**src/rtl/bcd_xadd_pkg.sv**
```systemverilog
package bcd_xadd_pkg;

   localparam int BYTE_W    = 8;
   localparam int NIB_W     = 4;
   localparam int DIGIT_MAX = 9;
   localparam int MIN_INT_W = 10;

   typedef logic [NIB_W-1:0]  nibble_t;
   typedef logic [BYTE_W-1:0] byte_t;

   // true when both nibbles are decimal digits
   function automatic logic is_bcd_byte(input byte_t b);
      return (b[7:4] <= 4'(DIGIT_MAX)) && (b[3:0] <= 4'(DIGIT_MAX));
   endfunction

endpackage

```
**src/rtl/bcd_low_digit.sv**
```systemverilog
module bcd_low_digit
   import bcd_xadd_pkg::*;
#(
   parameter int INT_W = 10
)(
   input  nibble_t          a_nib,
   input  nibble_t          b_nib,
   input  logic             xin,
   output logic [INT_W-1:0] lo_sum,
   output logic             lo_adj
);

   localparam logic [INT_W-1:0] ADJ_LIMIT = INT_W'(DIGIT_MAX);

   always_comb begin
      lo_sum = INT_W'(a_nib) + INT_W'(b_nib) + INT_W'(xin);
      lo_adj = (lo_sum > ADJ_LIMIT);
   end

endmodule

```
**src/rtl/bcd_decade_fix.sv**
```systemverilog
module bcd_decade_fix
   import bcd_xadd_pkg::*;
#(
   parameter int INT_W = 10
)(
   input  byte_t            a_byte,
   input  byte_t            b_byte,
   input  logic [INT_W-1:0] lo_sum,
   input  logic             lo_adj,
   output byte_t            res_byte,
   output logic             carry
);

   localparam logic [INT_W-1:0] LO_FIX     = INT_W'(6);
   localparam logic [INT_W-1:0] HI_FIX     = INT_W'(8'h60);
   localparam logic [INT_W-1:0] TENS_MASK  = INT_W'(10'h3F0);
   localparam logic [INT_W-1:0] TENS_LIMIT = INT_W'(8'h90);

   logic [INT_W-1:0] hi_sum;
   logic [INT_W-1:0] raw_sum;
   logic [INT_W-1:0] step1;
   logic [INT_W-1:0] step2;

   always_comb begin
      hi_sum  = INT_W'({a_byte[7:4], 4'h0}) + INT_W'({b_byte[7:4], 4'h0});
      raw_sum = hi_sum + lo_sum;
      step1   = lo_adj ? (raw_sum + LO_FIX) : raw_sum;
      carry   = ((step1 & TENS_MASK) > TENS_LIMIT);
      step2   = carry ? (step1 + HI_FIX) : step1;
      res_byte = step2[7:0];
   end

endmodule

```
**src/rtl/bcd_flag_merge.sv**
```systemverilog
module bcd_flag_merge #(
   parameter int FLAG_W = 5,
   parameter int C_POS  = 0,
   parameter int Z_POS  = 2,
   parameter int X_POS  = 4
)(
   input  logic [FLAG_W-1:0] flags_in,
   input  logic              carry,
   input  logic              res_nz,
   output logic [FLAG_W-1:0] flags_nx
);

   always_comb begin
      flags_nx        = flags_in;
      flags_nx[C_POS] = carry;
      flags_nx[X_POS] = carry;
      if (res_nz)
         flags_nx[Z_POS] = 1'b0;
   end

endmodule

```
**src/rtl/bcd_xadd_unit.sv**
```systemverilog
module bcd_xadd_unit
   import bcd_xadd_pkg::*;
#(
   parameter int DATA_W = 32,
   parameter int FLAG_W = 5,
   parameter int C_POS  = 0,
   parameter int Z_POS  = 2,
   parameter int X_POS  = 4,
   parameter int INT_W  = 10
)(
   input  logic              clk,
   input  logic              rst,
   input  logic              in_valid,
   input  logic [DATA_W-1:0] src_i,
   input  logic [DATA_W-1:0] dst_i,
   input  logic              xin_i,
   input  logic [FLAG_W-1:0] flags_i,
   output logic [DATA_W-1:0] res_o,
   output logic [FLAG_W-1:0] flags_o
);

   localparam logic [FLAG_W-1:0] OWN_MASK =
      (FLAG_W'(1) << C_POS) | (FLAG_W'(1) << Z_POS) | (FLAG_W'(1) << X_POS);
   localparam logic [FLAG_W-1:0] KEEP_MASK = ~OWN_MASK;

   // elaboration-time parameter checks
   generate
      if (DATA_W < BYTE_W) begin : g_bad_width
         $error("DATA_W must be at least one byte");
      end
      if (INT_W < MIN_INT_W) begin : g_bad_int
         $error("INT_W must be at least 10 bits");
      end
      if (C_POS >= FLAG_W || Z_POS >= FLAG_W || X_POS >= FLAG_W) begin : g_bad_pos
         $error("flag positions must lie inside the flag word");
      end
      if (C_POS == Z_POS || C_POS == X_POS || Z_POS == X_POS) begin : g_dup_pos
         $error("flag positions must be distinct");
      end
   endgenerate

   logic [INT_W-1:0]  lo_sum;
   logic              lo_adj;
   byte_t             res_byte;
   logic              carry;
   logic [FLAG_W-1:0] flags_nx;
   logic [DATA_W-1:0] dst_nx;

   bcd_low_digit #(.INT_W(INT_W)) u_low (
      .a_nib  (src_i[3:0]),
      .b_nib  (dst_i[3:0]),
      .xin    (xin_i),
      .lo_sum (lo_sum),
      .lo_adj (lo_adj)
   );

   bcd_decade_fix #(.INT_W(INT_W)) u_fix (
      .a_byte   (src_i[7:0]),
      .b_byte   (dst_i[7:0]),
      .lo_sum   (lo_sum),
      .lo_adj   (lo_adj),
      .res_byte (res_byte),
      .carry    (carry)
   );

   bcd_flag_merge #(
      .FLAG_W (FLAG_W),
      .C_POS  (C_POS),
      .Z_POS  (Z_POS),
      .X_POS  (X_POS)
   ) u_flags (
      .flags_in (flags_i),
      .carry    (carry),
      .res_nz   (|res_byte),
      .flags_nx (flags_nx)
   );

   // destination merge: pure byte or byte under passthrough bits
   generate
      if (DATA_W == BYTE_W) begin : g_byte_only
         assign dst_nx = res_byte;
      end else begin : g_wide
         assign dst_nx = {dst_i[DATA_W-1:BYTE_W], res_byte};
      end
   endgenerate

   always_ff @(posedge clk) begin
      if (rst) begin
         res_o   <= '0;
         flags_o <= '0;
      end else if (in_valid) begin
         res_o   <= dst_nx;
         flags_o <= flags_nx;
      end
   end


   hold_when_idle_chk: assert property (@(posedge clk) disable iff (rst)
      !in_valid |=> ($stable(res_o) && $stable(flags_o)));


   carry_extend_match_chk: assert property (@(posedge clk) disable iff (rst)
      in_valid |=> (flags_o[C_POS] == flags_o[X_POS]));


   zero_never_set_chk: assert property (@(posedge clk) disable iff (rst)
      in_valid |=> !(flags_o[Z_POS] && !$past(flags_i[Z_POS])));


   upper_pass_chk: assert property (@(posedge clk) disable iff (rst)
      in_valid |=> (res_o[DATA_W-1:BYTE_W-1] ==
                    {$past(dst_i[DATA_W-1:BYTE_W]), res_o[BYTE_W-1]}));


   other_flags_chk: assert property (@(posedge clk) disable iff (rst)
      in_valid |=> ((flags_o & KEEP_MASK) == ($past(flags_i) & KEEP_MASK)));


   bcd_in_bcd_out_chk: assert property (@(posedge clk) disable iff (rst)
      (in_valid && is_bcd_byte(src_i[7:0]) && is_bcd_byte(dst_i[7:0]))
      |=> is_bcd_byte(res_o[7:0]));


   reset_clear_chk: assert property (@(posedge clk) disable iff (rst)
      $past(rst) |-> (res_o == '0 && flags_o == '0));

endmodule

```
**config.mk**
```make
export PLATFORM = sky130hd
export DESIGN_NAME = bcd_xadd_unit
export DESIGN_NICKNAME = d
export VERILOG_FILES = /design/src/rtl/bcd_xadd_pkg.sv /design/src/rtl/bcd_low_digit.sv /design/src/rtl/bcd_decade_fix.sv /design/src/rtl/bcd_flag_merge.sv /design/src/rtl/bcd_xadd_unit.sv
export SDC_FILE = /design/constraint.sdc
export NUM_CORES = 1
export LEC_CHECK = 0
export BUFFER_PORTS_ARGS = -buffer_cell sky130_fd_sc_hd__buf_2
export CORE_MARGIN = 4
export CORE_UTILIZATION = 25
export CTS_CLUSTER_DIAMETER = 100
export CTS_CLUSTER_SIZE = 25
export DETAILED_ROUTE_END_ITERATION = 6
export PLACE_DENSITY = 0.6
export SLEW_MARGIN = 20
export SYNTH_ARGS = -nofsm -noshare
export SYNTH_HDL_FRONTEND = slang
export SYNTH_SLANG_ARGS = --single-unit
export TNS_END_PERCENT = 100
```
**constraint.sdc**
```tcl
create_clock -name clk -period 9.45 [get_ports clk]
set_input_delay 1.89 -clock clk [delete_from_list [all_inputs] [get_ports clk]]
set_output_delay 1.89 -clock clk [all_outputs]
set_load 0.005 [all_outputs]
```
* Word level (Yosys, flattened, before mapping)
Cells that the tools add are included.
** Storage, ports and cells
- Output and inout port bits :: 37
- Input port bits :: 73
- Register bits after elaboration :: 37
- Word-level logic and storage cells :: 14
** Cells by class
- Muxes and demuxes :: 3
- Add/subtract/negate cells :: 6
- Reduce and logical (&&, ||, !) cells :: 1
- Order comparisons :: 2
** Operator list (count)
- $add 10x1->10 :: 1
- $add 10x10->10 :: 1
- $add 10x3->10 const B :: 1
- $gt 10x4->1 const B :: 1
- $gt 10x8->1 const B :: 1
- $mux 10 :: 1
- $add 8x8->9 :: 1
- $add 8x7->8 const B :: 1
- $mux 8 :: 1
- $reduce_or 8->1 :: 1
- $add 4x4->5 :: 1
- $mux 1 :: 1

* Logic depth before layout (Yosys ltp)
- Word-level depth :: 9
- Gate-level depth with buffers :: 19
- Mapped depth without buffers :: 18

* Cells and area by module
Synthesis repeated with hierarchy kept, for this count alone.
** Second synthesis, totals
- Cells, all modules :: 215
- Area, all modules :: 2194.6 um^2
** Modules (own cells, without submodules)
- bcd_xadd_unit :: area each 1357.6 um^2, times used 1, sequential area each 740.7 um^2, cells an instance 122
- bcd_decade_fix :: area each 561.8 um^2, times used 1, sequential area each 0.0 um^2, cells an instance 62
- bcd_low_digit :: area each 231.5 um^2, times used 1, sequential area each 0.0 um^2, cells an instance 26
- bcd_flag_merge :: area each 43.8 um^2, times used 1, sequential area each 0.0 um^2, cells an instance 5

* Worst setup path before layout
Ideal clock, no wire load.
- Kind :: input-to-reg
- From :: input src_i[1]
- To :: register flags_o[2]
- Cell stages on the path :: 18
- Arrival :: 5.674 ns
- Setup slack :: 3.655 ns
- Library setup time :: 0.122 ns
- Data required time :: 9.328 ns
- Buffers on the path :: 0
- Path through :: ha_1 > a211oi_1 > nor2_1 > or2_2 > nor2_1 > xnor2_1 > ha_1 > inv_1 > fa_1 > or3_1 > o311ai_2 > nor3_1 > inv_1 > ha_1 > a221oi_1 > a211oi_2 > mux2i_1 > o41ai_2
** Between the ends
- Cells in the longest elaborated chain, start to end :: 9
- Elaborated cells on any way between the ends :: 11
- Those cells by class :: 5 x add/sub; 2 x order compare; 3 x mux; 1 x reduce/logical
** RTL lines
- start: declaration :: line bcd_xadd_unit.sv:14 : input logic [DATA_W-1:0] src_i,
- $add 4x4->5 (*) :: line bcd_low_digit.sv:16 : lo_sum = INT_W'(a_nib) + INT_W'(b_nib) + INT_W'(xin);
- $add 10x1->10 (*) :: line bcd_low_digit.sv:16
- $add 10x10->10 :: line bcd_decade_fix.sv:26 : raw_sum = hi_sum + lo_sum;
- $add 10x3->10 :: line bcd_decade_fix.sv:27 : step1 = lo_adj ? (raw_sum + LO_FIX) : raw_sum;
- $mux 10 (*) :: line bcd_decade_fix.sv:27
- $add 8x7->8 / $gt 10x8->1 (equally long branches) :: line bcd_decade_fix.sv:29, bcd_decade_fix.sv:28
- $mux 8 (*) :: line bcd_decade_fix.sv:29 : step2 = carry ? (step1 + HI_FIX) : step1;
- $reduce_or 8->1 (*) :: line bcd_xadd_unit.sv:74 : .res_nz (|res_byte),
- $mux 1 (*) :: line bcd_flag_merge.sv:17 : if (res_nz)
- end signal: assignment :: line bcd_xadd_unit.sv:93 : flags_o <= flags_nx;
- end: declaration :: line bcd_xadd_unit.sv:19 : output logic [FLAG_W-1:0] flags_o
Mark *: on every way between the ends. The rest lies on a longest branch, timed or not.
A chain may end at the register's enable or synchronous reset.

* Worst setup path after layout
Ends and elaborated chain as after synthesis.

==> results.py <==
metrics = {
    "synth": {
        "syn_area_sq_mm": 0.00244,
        "synth_edf_count": 0,
        "synth_nets": 354,
        "ys_warn_count": 0,
        "synth_commonest_cells": "nor2_1, dfxtp_1, mux2i_1",
        "synthArstFlopShare": 0,
        "yosysTopAreaCell": "dfxtp_1",
        "ys_ff_latch": 36,
        "synth.lib_cells_used.distinct": 70,
        "syn_area_per_cell_sq_um": 9.23,
        "syn_inst": 264,
        "seq_area_frac_synth": 0.296,
        "synth.most_common_cell": "nor2_1",
        "yosys.area.top_type_share": 0.296,
        "synth_top_flop_cell": "dfxtp_1",
        "synth_area_leaders": "dfxtp_1, mux2i_1, ha_1",
    },
    "timing": {
        "worstMarginPinSlew_ns": 0.646,
        "post-route-period-util": 0.649,
        "fin_crit_ns": 6.14,
        "fin_tns_setup_ns": 0,
        "finalSetupViolCount": 0,
        "rsz0062_at_grt": "no",
        "skew_ns": 0,
        "max_slew_margin": 0.563,
        "hold_viol_final": 0,
        "final_max_slew_viol_count": 0,
        "max_freq_mhz": 163,
    },
    "grt": {
        "met1_usage": 0.128,
        "met2_usage": 0.172,
        "met3_usage": 0.0349,
        "grt_start_max_net_pins": 46,
        "grt_pass1_wl_microns": 9850,
        "grt_most_used_layer": "met2",
        "antenna_found_initial": 0,
        "first_global_vias": 2214,
        "grt_overflow": 0,
        "grt_use_total": 0.102,
    },
    "route": {
        "routed_wl_microns": 5830,
        "detail-route-antenna-nets": 0,
        "drc": 0,
        "vias_per_cell": 4.64,
        "vias": 2192,
        "dr.pass1.iters": 4,
        "routedWlPerCell_microns": 12.3,
        "first_iter_violations": 38,
    },
    "clock_network": {
        "cts.repair.resized": 0,
        "cts_sinks": 36,
        "cts_max_level": 2,
        "clock_path_buffers": 2,
        "path_clk_slew_ns": 0.07,
        "clk_latency_ns": 0.27,
        "ctsRootBufferMaster": "clkbuf_8",
        "cts_made_buffers": 5,
        "cts_tree": "yes",
        "cts_hold_buf": 0,
        "post_cts_buffers": 0,
    },
    "floorplan": {
        "fp.dieH_microns": 107,
        "ioPinCount": 110,
        "fp.dieW_microns": 107,
        "core_area_sq_mm": 0.00937,
        "die_area_sq_mm": 0.0114,
        "fp-row-count": 35,
        "initial_core_util": 0.260,
    },
    "setup_path": {
        "crit_fanout": 6,
        "cp_data_required_time_ns": 9.63,
        "worstSetupPathType": "input pin to flop",
        "start_kind": "input pin",
        "reg2reg_to": "res_o[6]",
        "crit_path_end_kind": "flop",
        "reg2reg_from": "res_o[6]",
        "cp_data_arrival_time_ns": 6.32,
        "reg2regPathDepth": 2,
        "r2r_slack_ns": 8.73,
    },
    "cells_and_area": {
        "multi_input_area_sq_mm": 0.00162,
        "syn_to_final_growth_pct": 25.8,
        "n_antenna_cell": 0,
        "fin_nets": 433,
        "fill_cells": 1015,
        "ff_latch_area_sq_um": 721,
        "post-route-util": 0.327,
        "drive_gt1_frac": 0.335,
    },
    "status": {
        "status": "completed",
    },
    "power_and_ir_drop": {
        "p_int_mw": 0.332,
        "p_sw_mw": 0.182,
        "power_frac_seq": 0.334,
        "p_per_area_mw_per_mm2": 167,
        "pwr-share-clk": 0.226,
        "netSwitchingFraction": 0.354,
        "ir_worst_vdd_mv": 0.0602,
        "p_leak_nw": 1.48,
        "combPwrFrac": 0.440,
    },
    "hold_path": {
        "min_from": "res_o[7]",
        "min_path_type": "flop to flop",
        "min_path_cells": 1,
        "holdPathEnd": "res_o[7]",
    },
    "place": {
        "routabilityCongestion": 0.781,
        "place.detailed.hpwl_microns": 4590,
        "portBuffers": 83,
    },
    "run": {
        "max-cap-violations": 0,
    },
}
-- placed cells by master (no fill, tap or decap), drive strengths merged, types with 2 or more instances in the layout --
| master | synthesis | routed |
|---|---|---|
| xnor2 | 8 | 8 |
| nand2 | 10 | 10 |
| a31oi | 2 | 2 |
| nand2b | 4 | 4 |
| or3 | 4 | 4 |
| inv | 9 | 9 |
| o22ai | 3 | 3 |
| and4 | 2 | 2 |
| a311oi | 3 | 3 |
| o211a | 4 | 4 |
| mux2i | 29 | 29 |
| nor2 | 43 | 43 |
| o311ai | 2 | 2 |
| or4 | 2 | 2 |
| clkbuf | 8 | 7 |
| dfxtp | 36 | 36 |
| nand3 | 4 | 4 |
| buf | 4 | 84 |
| o21ai | 4 | 4 |
| o211ai | 3 | 3 |
| o32a | 3 | 3 |
| and2 | 2 | 2 |
| a21o | 4 | 4 |
| a211oi | 5 | 5 |
| and3 | 2 | 2 |
| or2 | 6 | 6 |
| o31ai | 2 | 2 |
| ha | 14 | 14 |
| nor4 | 5 | 5 |
| xor2 | 4 | 4 |
| nor3 | 5 | 5 |
| a21oi | 9 | 9 |
| fa | 3 | 3 |
-- metal layers --
metal,wire length (microns),part of all wire
met3,396,0.068
met4,25,0.0043
met2,2720,0.47
met5,0,0
met1,2690,0.46
-- logic make-up after synthesis --
| family | count (synthesis) | synth area share |
|---|---|---|
| compound gates | 55 | 0.194 |
| xor+xnor | 13 | 0.0554 |
| fa+ha+maj | 17 | 0.0965 |
| buf+inv | 21 | 0.0406 |
| flops | 36 | 0.296 |
| mux | 30 | 0.124 |
| simple gates | 92 | 0.194 |
-- registers in the layout, summed over array words and instances (netlist names) --
register  flops
flags_o       4
res_o        32
-- worst max path at each step --
stage,startpoint,to,slack [ns],depth (start not counted)
final,src_i[1],flags_o[2],3.31,19
after global routing,src_i[1],flags_o[2],2.93,19
after CTS,src_i[1],flags_o[2],3.34,19
after detailed placement,src_i[1],flags_o[2],3.06,19
after global placement,src_i[1],flags_o[2],3.13,19
after floorplan,src_i[1],flags_o[2],3.65,18
-- worst max-delay path, cell delays in order --
cell and delay [ns]:
buf_2 0.12, ha_1 0.30, a211oi_1 0.50, nor2_1 0.16
or2_2 0.35, nor2_1 0.14, xnor2_1 0.13, ha_1 0.19
inv_1 0.06, fa_1 0.52, or3_1 0.39, o311ai_2 0.30
nor3_1 0.15, inv_1 0.08, ha_1 0.24, a221oi_1 0.13
a211oi_2 0.22, mux2i_1 0.13, o41ai_2 0.30
-- through the flow --
stage	cells	setup slack (ns)	cell area [sq um]	power, mW	hold slack (ns)
2_1_floorplan	264	3.65	2440	0.346	0.466
3_3_place_gp	464	3.13	2950	0.395	0.464
3_5_place_dp	464	3.06	2950	0.400	0.469
4_1_cts	471	3.34	3050	0.520	0.484
5_1_grt	472	2.93	3070	0.554	0.507
6_report	472	3.31	3070	0.513	0.478
-- power groups by stage --
stage | Combinational, mW | Sequential (mW) | Clock [mW]
floorplan | 0.170 | 0.176 | 0
global placement | 0.221 | 0.174 | 0
detailed placement | 0.225 | 0.175 | 0
CTS | 0.227 | 0.172 | 0.122
global route | 0.253 | 0.173 | 0.129
finish | 0.226 | 0.172 | 0.116
-- area by class of cell --
class / instances / area share
Multi-Input combinational cell: 207 / 0.528
Sequential cell: 36 / 0.235
Clock buffer: 7 / 0.0314
Tap cell: 129 / 0.0527
Timing Repair Buffer: 84 / 0.142
Inverter: 9 / 0.0110
Power figures use the tool's default switching activity.
